**config.mk**
```make
export PLATFORM = sky130hd
export DESIGN_NAME = chan_activity_writer
export DESIGN_NICKNAME = d
export VERILOG_FILES = /design/src/rtl/cat_pkg.sv /design/src/rtl/cat_arbiter.sv /design/src/rtl/cat_ring.sv /design/src/rtl/cat_bus_port.sv /design/src/rtl/chan_activity_writer.sv
export SDC_FILE = /design/constraint.sdc
export NUM_CORES = 1
export LEC_CHECK = 0
export ABC_AREA = 1
export BUFFER_PORTS_ARGS = -buffer_cell sky130_fd_sc_hd__buf_4
export CAP_MARGIN = 20
export CORE_MARGIN = 2
export CORE_UTILIZATION = 43
export CTS_CLUSTER_SIZE = 16
export DETAILED_ROUTE_END_ITERATION = 8
export PLACE_DENSITY = 0.74
export RECOVER_POWER = 100
export SKIP_CTS_REPAIR_TIMING = 1
export SLEW_MARGIN = 0
export SYNTH_ARGS = -nofsm -noshare
export SYNTH_HDL_FRONTEND = slang
export SYNTH_SLANG_ARGS = --single-unit
```
**constraint.sdc**
```tcl
create_clock -name clk -period 2.4 [get_ports clk]
set_input_delay 0.24 -clock clk [delete_from_list [all_inputs] [get_ports clk]]
set_output_delay 0.24 -clock clk [all_outputs]
set_load 0.01 [all_outputs]
```
**src/rtl/cat_pkg.sv**
```systemverilog
package cat_pkg;
    localparam int LINE_W = 7;
    localparam int CHAR_W = 8;
    localparam int WORD_W = 32;
    localparam int PAD_W  = WORD_W - CHAR_W - LINE_W - 2;

    typedef enum logic {
        TBL_FAST = 1'b0,
        TBL_BULK = 1'b1
    } tbl_e;

    typedef struct packed {
        logic [PAD_W-1:0]  pad;
        logic              hs;
        logic              dir_in;
        logic [LINE_W-1:0] line;
        logic [CHAR_W-1:0] ch;
    } entry_t;

    function automatic tbl_e route(input logic hs, input logic dir_in);
        return (hs && !dir_in) ? TBL_FAST : TBL_BULK;
    endfunction

    function automatic entry_t make_entry(input logic hs, input logic dir_in,
                                          input logic [LINE_W-1:0] line,
                                          input logic [CHAR_W-1:0] ch);
        entry_t e;
        e.pad    = '0;
        e.hs     = hs;
        e.dir_in = dir_in;
        e.line   = line;
        e.ch     = ch;
        return e;
    endfunction
endpackage

```
**src/rtl/cat_arbiter.sv**
```systemverilog
module cat_arbiter
    import cat_pkg::*;
#(
    parameter int NUM_SRC = 2,
    localparam int IDX_W = (NUM_SRC > 1) ? $clog2(NUM_SRC) : 1
) (
    input  logic               clk,
    input  logic               rst,
    input  logic [NUM_SRC-1:0] valid,
    input  logic [NUM_SRC-1:0] fast,
    input  logic [NUM_SRC-1:0] dir_in,
    input  logic               full_fast,
    input  logic               full_bulk,
    input  logic               free,
    output logic [NUM_SRC-1:0] grant,
    output logic [IDX_W-1:0]   win_idx,
    output logic               win_fast,
    output logic               stall_fast,
    output logic               stall_bulk
);
    logic [NUM_SRC-1:0] want_fast, want_bulk;
    logic [NUM_SRC-1:0] cand_fast, cand_bulk;

    for (genvar i = 0; i < NUM_SRC; i++) begin : g_route
        tbl_e t;
        assign t            = route(fast[i], dir_in[i]);
        assign want_fast[i] = valid[i] && (t == TBL_FAST);
        assign want_bulk[i] = valid[i] && (t == TBL_BULK);
    end

    assign cand_fast  = full_fast ? '0 : want_fast;
    assign cand_bulk  = full_bulk ? '0 : want_bulk;
    assign stall_fast = full_fast && (|want_fast);
    assign stall_bulk = full_bulk && (|want_bulk);

    always_comb begin
        logic [NUM_SRC-1:0] pool;
        logic               any;
        grant    = '0;
        win_idx  = '0;
        win_fast = |cand_fast;
        pool     = win_fast ? cand_fast : cand_bulk;
        any      = |pool;
        for (int i = NUM_SRC - 1; i >= 0; i--) begin
            if (pool[i]) win_idx = IDX_W'(i);
        end
        if (any && free) grant[win_idx] = 1'b1;
    end


    one_winner_chk: assert property (@(posedge clk) disable iff (rst)
        $onehot0(grant));


    full_fast_blocks_chk: assert property (@(posedge clk) disable iff (rst)
        full_fast |-> (grant & want_fast) == '0);


    full_bulk_blocks_chk: assert property (@(posedge clk) disable iff (rst)
        full_bulk |-> (grant & want_bulk) == '0);
endmodule

```
**src/rtl/cat_ring.sv**
```systemverilog
module cat_ring #(
    parameter int DEPTH = 128,
    localparam int PW = $clog2(DEPTH)
) (
    input  logic          clk,
    input  logic          rst,
    input  logic          adv,
    input  logic          stall,
    input  logic          rd_we,
    input  logic [PW-1:0] rd_val,
    output logic [PW-1:0] wr,
    output logic [PW-1:0] rd,
    output logic          full,
    output logic          ovf
);
    logic [PW-1:0] wr_next;

    assign wr_next = wr + 1'b1;
    assign full    = (wr_next == rd);

    always_ff @(posedge clk) begin
        if (rst) begin
            wr  <= '0;
            rd  <= '0;
            ovf <= 1'b0;
        end else begin
            if (adv) wr <= wr_next;
            if (rd_we) rd <= rd_val;
            if (rd_we) ovf <= 1'b0;
            else if (stall) ovf <= 1'b1;
        end
    end


    no_adv_when_full_chk: assert property (@(posedge clk) disable iff (rst)
        full |-> !adv);


    ovf_clear_chk: assert property (@(posedge clk) disable iff (rst)
        rd_we |=> !ovf);


    wrap_chk: assert property (@(posedge clk) disable iff (rst)
        (adv && wr == PW'(DEPTH - 1)) |=> wr == '0);
endmodule

```
**src/rtl/cat_bus_port.sv**
```systemverilog
module cat_bus_port #(
    parameter int ADDR_W = 16,
    parameter int DATA_W = 32
) (
    input  logic              clk,
    input  logic              rst,
    input  logic              load,
    input  logic [ADDR_W-1:0] load_addr,
    input  logic [DATA_W-1:0] load_data,
    input  logic              gnt,
    output logic              req,
    output logic [ADDR_W-1:0] addr,
    output logic [DATA_W-1:0] data,
    output logic              free
);
    assign free = !req || gnt;

    always_ff @(posedge clk) begin
        if (rst) begin
            req  <= 1'b0;
            addr <= '0;
            data <= '0;
        end else if (load) begin
            req  <= 1'b1;
            addr <= load_addr;
            data <= load_data;
        end else if (gnt) begin
            req <= 1'b0;
        end
    end


    hold_until_grant_chk: assert property (@(posedge clk) disable iff (rst)
        (req && !gnt) |=> (req && $stable(addr) && $stable(data)));


    load_only_when_free_chk: assert property (@(posedge clk) disable iff (rst)
        load |-> (!req || gnt));
endmodule

```
**src/rtl/chan_activity_writer.sv**
```systemverilog
module chan_activity_writer
    import cat_pkg::*;
#(
    parameter int NUM_SRC  = 2,
    parameter int ADDR_W   = 16,
    parameter int T1_DEPTH = 128,
    parameter int T2_DEPTH = 256,
    parameter logic [ADDR_W-1:0] T1_BASE = 16'h0100,
    parameter logic [ADDR_W-1:0] T2_BASE = 16'h0400,
    localparam int T1_PW = $clog2(T1_DEPTH),
    localparam int T2_PW = $clog2(T2_DEPTH),
    localparam int IDX_W = (NUM_SRC > 1) ? $clog2(NUM_SRC) : 1
) (
    input  logic                            clk,
    input  logic                            rst,
    input  logic [NUM_SRC-1:0]              src_valid,
    output logic [NUM_SRC-1:0]              src_ready,
    input  logic [NUM_SRC-1:0]              src_fast,
    input  logic [NUM_SRC-1:0]              src_input,
    input  logic [NUM_SRC-1:0][LINE_W-1:0]  src_line,
    input  logic [NUM_SRC-1:0][CHAR_W-1:0]  src_char,
    input  logic                            rd1_we,
    input  logic [T1_PW-1:0]                rd1_val,
    input  logic                            rd2_we,
    input  logic [T2_PW-1:0]                rd2_val,
    output logic                            mem_req,
    input  logic                            mem_gnt,
    output logic [ADDR_W-1:0]               mem_addr,
    output logic [WORD_W-1:0]               mem_wdata,
    output logic [T1_PW-1:0]                wr_ptr1,
    output logic [T2_PW-1:0]                wr_ptr2,
    output logic [T1_PW-1:0]                rd_ptr1,
    output logic [T2_PW-1:0]                rd_ptr2,
    output logic                            ovf1,
    output logic                            ovf2
);
    logic             full1, full2, stall1, stall2;
    logic             free, win_fast, load;
    logic [IDX_W-1:0] win_idx;
    entry_t           entry;
    logic [ADDR_W-1:0] load_addr;

    cat_arbiter #(.NUM_SRC(NUM_SRC)) u_arb (
        .clk(clk), .rst(rst),
        .valid(src_valid), .fast(src_fast), .dir_in(src_input),
        .full_fast(full1), .full_bulk(full2), .free(free),
        .grant(src_ready), .win_idx(win_idx), .win_fast(win_fast),
        .stall_fast(stall1), .stall_bulk(stall2)
    );

    assign load = |src_ready;

    cat_ring #(.DEPTH(T1_DEPTH)) u_ring_fast (
        .clk(clk), .rst(rst),
        .adv(load && win_fast), .stall(stall1),
        .rd_we(rd1_we), .rd_val(rd1_val),
        .wr(wr_ptr1), .rd(rd_ptr1), .full(full1), .ovf(ovf1)
    );

    cat_ring #(.DEPTH(T2_DEPTH)) u_ring_bulk (
        .clk(clk), .rst(rst),
        .adv(load && !win_fast), .stall(stall2),
        .rd_we(rd2_we), .rd_val(rd2_val),
        .wr(wr_ptr2), .rd(rd_ptr2), .full(full2), .ovf(ovf2)
    );

    assign entry = make_entry(src_fast[win_idx], src_input[win_idx],
                              src_line[win_idx], src_char[win_idx]);
    assign load_addr = win_fast ? (T1_BASE + ADDR_W'(wr_ptr1))
                                : (T2_BASE + ADDR_W'(wr_ptr2));

    cat_bus_port #(.ADDR_W(ADDR_W), .DATA_W(WORD_W)) u_bus (
        .clk(clk), .rst(rst),
        .load(load), .load_addr(load_addr), .load_data(entry),
        .gnt(mem_gnt), .req(mem_req), .addr(mem_addr), .data(mem_wdata),
        .free(free)
    );

    logic in_t1, in_t2;
    assign in_t1 = (mem_addr - T1_BASE) < ADDR_W'(T1_DEPTH);
    assign in_t2 = (mem_addr - T2_BASE) < ADDR_W'(T2_DEPTH);


    addr_in_table_chk: assert property (@(posedge clk) disable iff (rst)
        mem_req |-> (in_t1 || in_t2));


    pad_zero_chk: assert property (@(posedge clk) disable iff (rst)
        mem_req |-> mem_wdata[WORD_W-1:17] == '0);
endmodule

```
== Yosys cells after proc, flatten, opt, wreduce, memory -nomap -nowiden ==
Index checks and enable logic that the tools add are counted.

* Flip-flop bits (word level): 66
* Output and inout port bits: 83
* Logic and storage cells: 63

* Add/sub/neg operators: 4
* Magnitude comparators: 2
* Equality and inequality tests: 2
* Mux-type cells: 21
* Reductions and logical operators: 25

{| class="wikitable"
|+ Operators by type and width
! operator !! number
|-
| 8-bit two-way mux || 2
|-
| 7-bit two-way mux || 2
|-
| 2-bit OR reduction || 7
|-
| 11-bit by 8-bit adder with 12-bit output, first input constant || 1
|-
| 1-bit logical AND || 12
|-
| 12-bit two-way mux || 1
|-
| 1-bit two-way mux || 11
|-
| 9-bit by 7-bit adder with 10-bit output, first input constant || 1
|-
| 8-bit by 1-bit adder with 8-bit output, second input constant || 1
|-
| 8-bit equality test || 1
|-
| 2-bit two-way mux || 4
|-
| 7-bit by 1-bit adder with 7-bit output, second input constant || 1
|-
| 7-bit equality test || 1
|-
| 1-bit zero test || 4
|-
| 1-bit by 2-bit < comparator with 1-bit output, second input constant || 1
|-
| 2-bit nonzero test || 1
|-
| 1-bit demux with 1-bit select || 1
|-
| 1-bit greater-or-equal comparator, second input constant || 1
|-
| 1-bit logical OR || 1
|}

== Logic depth before layout (Yosys ltp) ==
Gate-level depths: netlist of run 1.

* Depth in word-level cells: 15
* Mapped depth: 21
* Mapped depth without buffers: 19

== Cells and area by module ==
A second synthesis of run 1 with hierarchy kept.

* Cell total of the unflattened synthesis: 575
* Area total of the unflattened synthesis: 3,863.7 µm²

{| class="wikitable"
|+ By module, submodules not included
! module !! instances !! cells an instance !! area each (µm²)
|-
| cat_bus_port || 1 || 213 || 1,697.9
|-
| cat_ring at u_ring_bulk || 1 || 129 || 873.3
|-
| cat_ring at u_ring_fast || 1 || 120 || 788.3
|-
| chan_activity_writer || 1 || 85 || 369.1
|-
| cat_arbiter || 1 || 28 || 135.1
|}

== Worst setup path before layout of run 1 ==
OpenSTA, ideal clock, no wires.

* Path kind: reg2out
* Start point: reg u_ring_fast.wr[0]
* End point: out src_ready[1]
* Arrival time: 2,316 ps
* Data required time: 2,160 ps
* Slack: -156 ps
* Cell stages (with the launch flop): 19
* Buffers on the path: 3
* Path through: dfxtp_1 -> ha_1 -> nand2_2 -> nor2_2 -> nand2_1 -> nand2_2 -> nand2_1 -> nand2_1 -> nand2_1 -> nor2_1 -> nand2_1 -> nand2_1 -> buf_6 -> nand3_2 -> nand3_2 -> buf_6 -> nand2_2 -> buf_4 -> nor3_1

* Cells in the longest elaborated chain, start to end: 12

{| class="wikitable"
|+ RTL lines
! element !! RTL line !! text
|-
| start, declared || cat_ring.sv:11 || <nowiki>output logic [PW-1:0] wr,</nowiki>
|-
| start signal, assigned || cat_ring.sv:27 || <nowiki>if (adv) wr <= wr_next;</nowiki>
|-
| 7-bit by 1-bit adder with 7-bit output (*) || cat_ring.sv:18 || <nowiki>assign wr_next = wr + 1'b1;</nowiki>
|-
| 7-bit equality test (*) || cat_ring.sv:19 || <nowiki>assign full = (wr_next == rd);</nowiki>
|-
| 2-bit two-way mux (*) || cat_arbiter.sv:31 || <nowiki>assign cand_fast = full_fast ? '0 : want_fast;</nowiki>
|-
| 2-bit OR reduction || cat_arbiter.sv:41 || <nowiki>win_fast = |cand_fast;</nowiki>
|-
| 2-bit two-way mux (*) || cat_arbiter.sv:42 || <nowiki>pool = win_fast ? cand_fast : cand_bulk;</nowiki>
|-
| 1-bit two-way mux (2 in a row) || cat_arbiter.sv:45 || <nowiki>if (pool[i]) win_idx = IDX_W'(i);</nowiki>
|-
| 1-bit by 2-bit < comparator with 1-bit output (not written as such) or 1-bit greater-or-equal comparator (tied branches) || cat_arbiter.sv:47 || <nowiki>if (any && free) grant[win_idx] = 1'b1;</nowiki>
|-
| 1-bit logical AND (not written as such) || cat_arbiter.sv:47 ||
|-
| 1-bit two-way mux (not written as such) || cat_arbiter.sv:47 ||
|-
| 1-bit demux with 1-bit select || cat_arbiter.sv:47 ||
|-
| 2-bit two-way mux (*) || cat_arbiter.sv:47 ||
|-
| end, declared || chan_activity_writer.sv:17 || <nowiki>output logic [NUM_SRC-1:0] src_ready,</nowiki>
|}

Mark *: on every way between the ends. The rest lies on a longest branch, timed or not.

== Final worst setup path of run 1 ==
* Start point: reg u_ring_fast.wr[0]
* End point: out src_ready[1]

* Cells in the longest elaborated chain, start to end: 12

{| class="wikitable"
|+ RTL lines
! element !! RTL line !! text
|-
| 7-bit by 1-bit adder with 7-bit output (*) || cat_ring.sv:18 ||
|-
| via u_ring_fast.wr_next[1] || cat_ring.sv:16 || <nowiki>logic [PW-1:0] wr_next;</nowiki>
|-
| 7-bit equality test (*) || cat_ring.sv:19 ||
|-
| 2-bit two-way mux (*) || cat_arbiter.sv:31 ||
|-
| 2-bit OR reduction || cat_arbiter.sv:41 ||
|-
| 2-bit two-way mux (*) || cat_arbiter.sv:42 ||
|-
| 1-bit two-way mux (2 in a row) || cat_arbiter.sv:45 ||
|-
| 1-bit by 2-bit < comparator with 1-bit output (not written as such) or 1-bit greater-or-equal comparator (tied branches) || cat_arbiter.sv:47 ||
|-
| 1-bit logical AND (not written as such) || cat_arbiter.sv:47 ||
|-
| 1-bit two-way mux (not written as such) || cat_arbiter.sv:47 ||
|-
| 1-bit demux with 1-bit select || cat_arbiter.sv:47 ||
|-
| 2-bit two-way mux (*) || cat_arbiter.sv:47 ||
|}

The timed path passes the listed nets; every way through them passes the cells marked *.

==> metrics, run 1 <==
status finished, violations left; failing checks negative setup slack; Clock power frac 30.3%; worst path cell trace ha_4 > xnor2_2 > nand2_1 > nor2_1 > nand3_1 > nor2_1 > nand2_2 > nand2_4 > nand3_4 > nand3_4 > nand2_4 > nor3_4 > buf_6; CP max-delay cell dfxtp_4; mapped cell area 3370 um2; Placement Setup Slack 0.00139 ns; worst-case reg-to-reg path depth 16; P_sw 1.01 mW; Rows 32; FF+latch count, synth 60; FMAX 386 MHz; Chip Height 92.5 um; routed via count 3714; Inst Count DP 732; Syn Area/Cell 6.53 um2; GPL Wtd Cong 0.823; CP peak stage delay 0.35 ns; die area 8560 um2; DRC 0; Hold Crit Depth 3; Ys Warns 0; critical path depth 13; net count reported at finish 704; clk buf depth 2; DR vias/cell 4.95; RSZ-0062 raised after global routing yes; sequential share of the synthesized area 35.6%; TritonCTS buffer count 9; endpoints failing setup 23; startpoint types flip-flop; Starting DRT DRC Count 263; CP Data Required Time 2.16 ns; Fin. Hold Viols 0; asr flop ratio synth 0%; Post-Route WL 9.83 mm; P_int 2.01 mW; first-pass GRT wire length 15.5 mm; Max-Cap Viols 0; clock slew at reported path FFs 0.07 ns; wire per inst 13.1 um; final worst path period need 2.59 ns; aggregate global routing overflow 0; largest net degree at the start of global routing 31; Starting Density 44.1%; CTS tree built; Mapped Cells 516; Crit path max-delay family simple AND/OR/NAND/NOR gates; HP Class primary input to flip-flop; Worst Tran Pin Value 1.05 ns; Comb power frac 30.4%; Arr. time, crit path 2.35 ns; crit path kind flip-flop to output pin; final setup skew 0.00711 ns; Post-synth EDFFs 0; chip width 92.5 um; # diodes 0; Post-synth top flop dfxtp_1; final design utilization 59.8%; post-route ant nets 0; htree depth 3; Sequential Power Share 39.3%; Fill cells 758; core footprint 7650 um2; period utilization 108%; num ports 139; Root Buffer clkbuf_8; fin. max-slew vios 0; CTS Sinks 60; Overall Global Routing Usage 22.5%; number of port buffers 117; worst skew pair latency 0.34 ns; Max IR drop VDD 0.000337 V; Pre-antenna DRT Iters 4; Layout area overhead 35.6%; Switching Share 33.4%; DP HPWL 7.12 mm; PwrDens 660 nW/um2; fraction of layout cells with a size suffix above 1 23.9%; Final Non-Filler Cells 751; final worst slack -0.191 ns; Lkg Pwr 2.18 nW; endpoint class of the critical path output pin; vias in the first global route 3393; initial antenna violation count 0; worst-path fanout max 7; post-synth cell types 27; CP bufs+invs 1; Slew Limit Headroom 30.1%
[worst paths after layout]
path,start,endpoint,slack (ns)
setup / recovery,u_ring_fast.wr[0]$_SDFFE_PP0P_,src_ready[1],-0.19
hold / removal,rd2_val[3],u_ring_bulk.rd[3]$_SDFFE_PP0P_,0.12
setup reg to reg,u_ring_fast.wr[0]$_SDFFE_PP0P_,u_bus.addr[8]$_SDFFE_PP0P_,-0.09
hold reg to reg,u_bus.addr[1]$_SDFFE_PP0P_,u_bus.addr[1]$_SDFFE_PP0P_,0.47
[metal layers]
layer | GRT usage [%] | wire length [um] | vias to the layer above
met1 | 28.2 | 4260 | 1676
met2 | 37.0 | 4730 | 140
met5 | 0 | 0 | -
met3 | 3.99 | 591 | 23
met4 | 11.2 | 240 | 0
li1 | - | - | 1875
[stage by stage]
step | TNS (ns) | total power, mW | cell area, um2 | hold slack [ns]
floorplan | 0 | 1.74 | 3450 | 0.309
global placement | 0 | 2.07 | 4330 | 0.455
detailed placement | 0 | 2.10 | 4330 | 0.458
CTS | -0.720 | 3.00 | 4520 | 0.118
global route | -6.37 | 3.19 | 4570 | 0.133
finish | -1.14 | 3.02 | 4570 | 0.117
[Yosys cell counts (4+ instances only)]
library cell    n  area [um2]
nand2_1       133         499
nand3_1        72         360
nor2_1         68         255
dfxtp_1        60        1200
inv_1          42         158
a21oi_1        28         140
o21ai_0        25         125
buf_4          24         180
clkbuf_1       12        45.0
a21boi_0        7        52.6
nand3b_1        7        52.6
buf_2           5        25.0
nand2_2         5        31.3
buf_6           4        45.0
[state kept, by name, indices dropped and copies added (netlist names)]
name	flops
u_bus.data	17
u_bus.addr	10
u_ring_bulk.rd	8
u_ring_bulk.wr	8
u_ring_fast.rd	7
u_ring_fast.wr	7
u_bus.req	1
u_ring_bulk.ovf	1
u_ring_fast.ovf	1
[worst register-to-register path, stage by stage, from the launching register on]
cell	delay, ns
dfxtp_4	0.35
ha_4	0.28
xnor2_2	0.11
nand2_1	0.08
nor2_1	0.10
nand3_1	0.10
nor2_1	0.13
nand2_2	0.12
nand2_4	0.11
nand2_1	0.07
nand2_2	0.10
nand3_4	0.12
buf_4	0.16
buf_4	0.14
nand3_4	0.15
buf_4	0.15
a21oi_1	0.05
[final cells by class]
cell class / instances / area (um2) / share of cell area, %
clock buffers: 12 / 155 / 3.40
clock inverters: 2 / 35.0 / 0.767
inverters: 43 / 161 / 3.53
multi-input cells: 388 / 1950 / 42.8
flip-flops and latches: 60 / 1220 / 26.7
well taps: 102 / 128 / 2.79
repair buffers: 144 / 916 / 20.0
[kinds of logic (layout without fill, tap and decap cells)]
group | after synthesis | count (layout) | share of synthesized area [%]
and+or+nand+nor | 297 | 297 | 38.7
buffers and inverters | 88 | 201 | 13.6
AOI/OAI and AO/OA | 63 | 63 | 9.95
DFF | 60 | 60 | 35.6
xor gates and xnor gates | 5 | 5 | 1.30
adders and majority gates | 2 | 2 | 0.743
other | 1 | 21 | 0.111
[power by group through the flow]
stage	logic (mW)	registers, mW	clock network, mW
CTS	0.904	1.18	0.926
global placement	0.880	1.19	0
global route	1.02	1.20	0.966
detailed placement	0.900	1.20	0
finish	0.918	1.19	0.913
floorplan	0.507	1.23	0
[placed cells by master, fill, tap and decap left out, drive strengths merged, types with 21 or more instances in the layout]
cell / Yosys / final
a21oi: 28 / 28
nor2: 71 / 71
inv: 42 / 42
buf: 33 / 97
nand2: 138 / 138
nand3: 76 / 76
o21ai: 27 / 27
dfxtp: 60 / 60
clkbuf: 12 / 59
conb: 1 / 21
Note: power is estimated with default switching activity, not from simulation.
==> inputs of run 2 (changes only) <==
CORE_UTILIZATION = 44   (was 43)
PLACE_DENSITY = 0.76   (was 0.74)
SLEW_MARGIN = 20   (was 0)
==> metrics, run 2 (synthesized netlist as in run 1, its figures left out) <==
Top Registers u_bus.data x17, u_bus.addr x10; Max-Cap Viols 0 (unchanged); most frequent cells in the layout nand2_1, buf_4, nand3_1; crit path kind flip-flop to output pin; number of port buffers 117 (unchanged); Fill cells 710 (-6.3%); failing checks negative setup slack; startpoint types flip-flop; endpoints failing setup 7 (-70%); DR vias/cell 5.01 (+1.2%); aggregate global routing overflow 0 (unchanged); final setup skew 0.00975 ns (+0.00264 ns); Fin. Hold Viols 0 (unchanged); die area 8370 um2 (-2.2%); Starting Density 46.0% (+1.9 points); htree depth 3 (unchanged); final worst slack -0.133 ns (+0.0578 ns); Root Buffer clkbuf_8; Post-Route WL 9.76 mm (-0.65%); fin. max-slew vios 0 (unchanged); worst path cell trace nand2_1 > nor2_4 > nand3_1 > nand3b_1 > nand2_1 > nor2_1 > nand3_2 > nand2_2 > nand2_4 > nand2_4 > nand3_4 > nand2_8 > nor2_1 > buf_4; final worst path period need 2.53 ns (-0.0578 ns); num ports 139 (unchanged); most common cell after layout, fill and taps aside nand2_1; PwrDens 644 nW/um2 (-2.4%); endpoint class of the critical path output pin; Largest register FFs 17 (unchanged); Pre-antenna DRT Iters 5 (+1); GPL Wtd Cong 0.875 (+6.2%); wire per inst 13.0 um (-0.39%); routed via count 3750 (+0.97%); largest net degree at the start of global routing 31 (unchanged); core footprint 7330 um2 (-4.1%); worst skew pair latency 0.34 ns (about the same); Slew Limit Headroom 24.7% (-5.4 points); Max IR drop VDD 0.000399 V (+18%); period utilization 106% (-2.4 points); Lkg Pwr 2.23 nW (+2.0%); Final Non-Filler Cells 749 (-0.27%); Sequential cell area 1220 um2 (-0.20%); CTS Sinks 60 (unchanged); Multi-input gate area 1930 um2 (-1.0%); Worst Tran Pin Value 1.13 ns (+0.0815 ns); status finished, violations left; HP Class primary input to flip-flop; vias in the first global route 3296 (-2.9%); FMAX 395 MHz (+2.3%); worst-path fanout max 6 (-1); CTS tree built; # diodes 0 (unchanged); DRC 0 (unchanged); post-route ant nets 0 (unchanged); clk buf depth 2 (unchanged); Layout area overhead 36.2%; worst hold slack 0.129 ns (+0.0119 ns); CP max-delay cell dfxtp_4; CP peak stage delay 0.38 ns (+0.03 ns); net count reported at finish 704 (unchanged); Chip Height 91.5 um (-1.1%); initial antenna violation count 0 (unchanged); fraction of layout cells with a size suffix above 1 26.0% (+2.1 points); RSZ-0062 raised after global routing yes; clock slew at reported path FFs 0.07 ns (about the same); Overall Global Routing Usage 22.0% (-0.52 points); Setup TNS -0.311 ns (+0.831 ns); CP Data Required Time 2.16 ns (about the same); Placement Setup Slack -0.126 ns (-0.128 ns); Rows 31 (-3.1%); Reg with most FFs u_bus.data; chip width 91.5 um (-1.1%); Inst Count DP 726 (-0.82%); Starting DRT DRC Count 294 (+12%); TritonCTS buffer count 9 (unchanged); first-pass GRT wire length 14.9 mm (-3.9%); DP HPWL 7.09 mm (-0.32%); Arr. time, crit path 2.29 ns (-0.06 ns); final design utilization 62.6% (+2.9 points)
==> run 2: routing by layer <==
| layer | GRT usage, % | part of all wire [%] | vias up |
|---|---|---|---|
| li1 | - | - | 1875 |
| met1 | 27.2 | 42 | 1716 |
| met2 | 37.6 | 50 | 145 |
| met3 | 3.98 | 6.9 | 14 |
| met4 | 8.71 | 1.2 | 0 |
| met5 | 0 | 0 | - |
==> run 2: per-stage QoR <==
step	power, mW	area, um2
after CTS	2.92	4490
final	2.96	4590
after global routing	3.13	4590
after floorplan	1.74	3450
after global placement	2.07	4320
after detailed placement	2.09	4320
==> run 2: area by class of cell <==
type	count	area share, %
multi-input cells	388	42.1
flip-flops and latches	60	26.5
repair buffers	144	21.3
inverters	43	3.52
clock buffers	11	3.30
well taps	99	2.70
clock inverters	4	0.545
==> run 2: path summary, 6_finish.rpt <==
check / start / to / slack (ns) / cells after the start
max: u_ring_bulk.wr[1]$_SDFFE_PP0P_ / src_ready[0] / -0.13 / 14
min: rd1_val[5] / u_ring_fast.rd[5]$_SDFFE_PP0P_ / 0.13 / 3
max reg2reg: u_ring_fast.wr[0]$_SDFFE_PP0P_ / u_ring_bulk.wr[7]$_SDFFE_PP0P_ / -0.02 / 18
min reg2reg: u_bus.addr[10]$_SDFFE_PP0P_ / u_bus.addr[10]$_SDFFE_PP0P_ / 0.47 / 2
==> run 2: critical path, delay by kind of cell (launching register included) <==
kind,cells,cell delay (ns)
buffers and inverters,1,0.14
DFF,1,0.38
and+or+nand+nor,13,1.44
==> run 2: report_power, final <==
part / internal [mW] / leakage [nW] / switching (mW)
Clock: 0.422 / 0.0872 / 0.418
Sequential: 1.10 / 0.498 / 0.0852
Combinational: 0.407 / 1.64 / 0.527
Total: 1.93 / 2.23 / 1.03
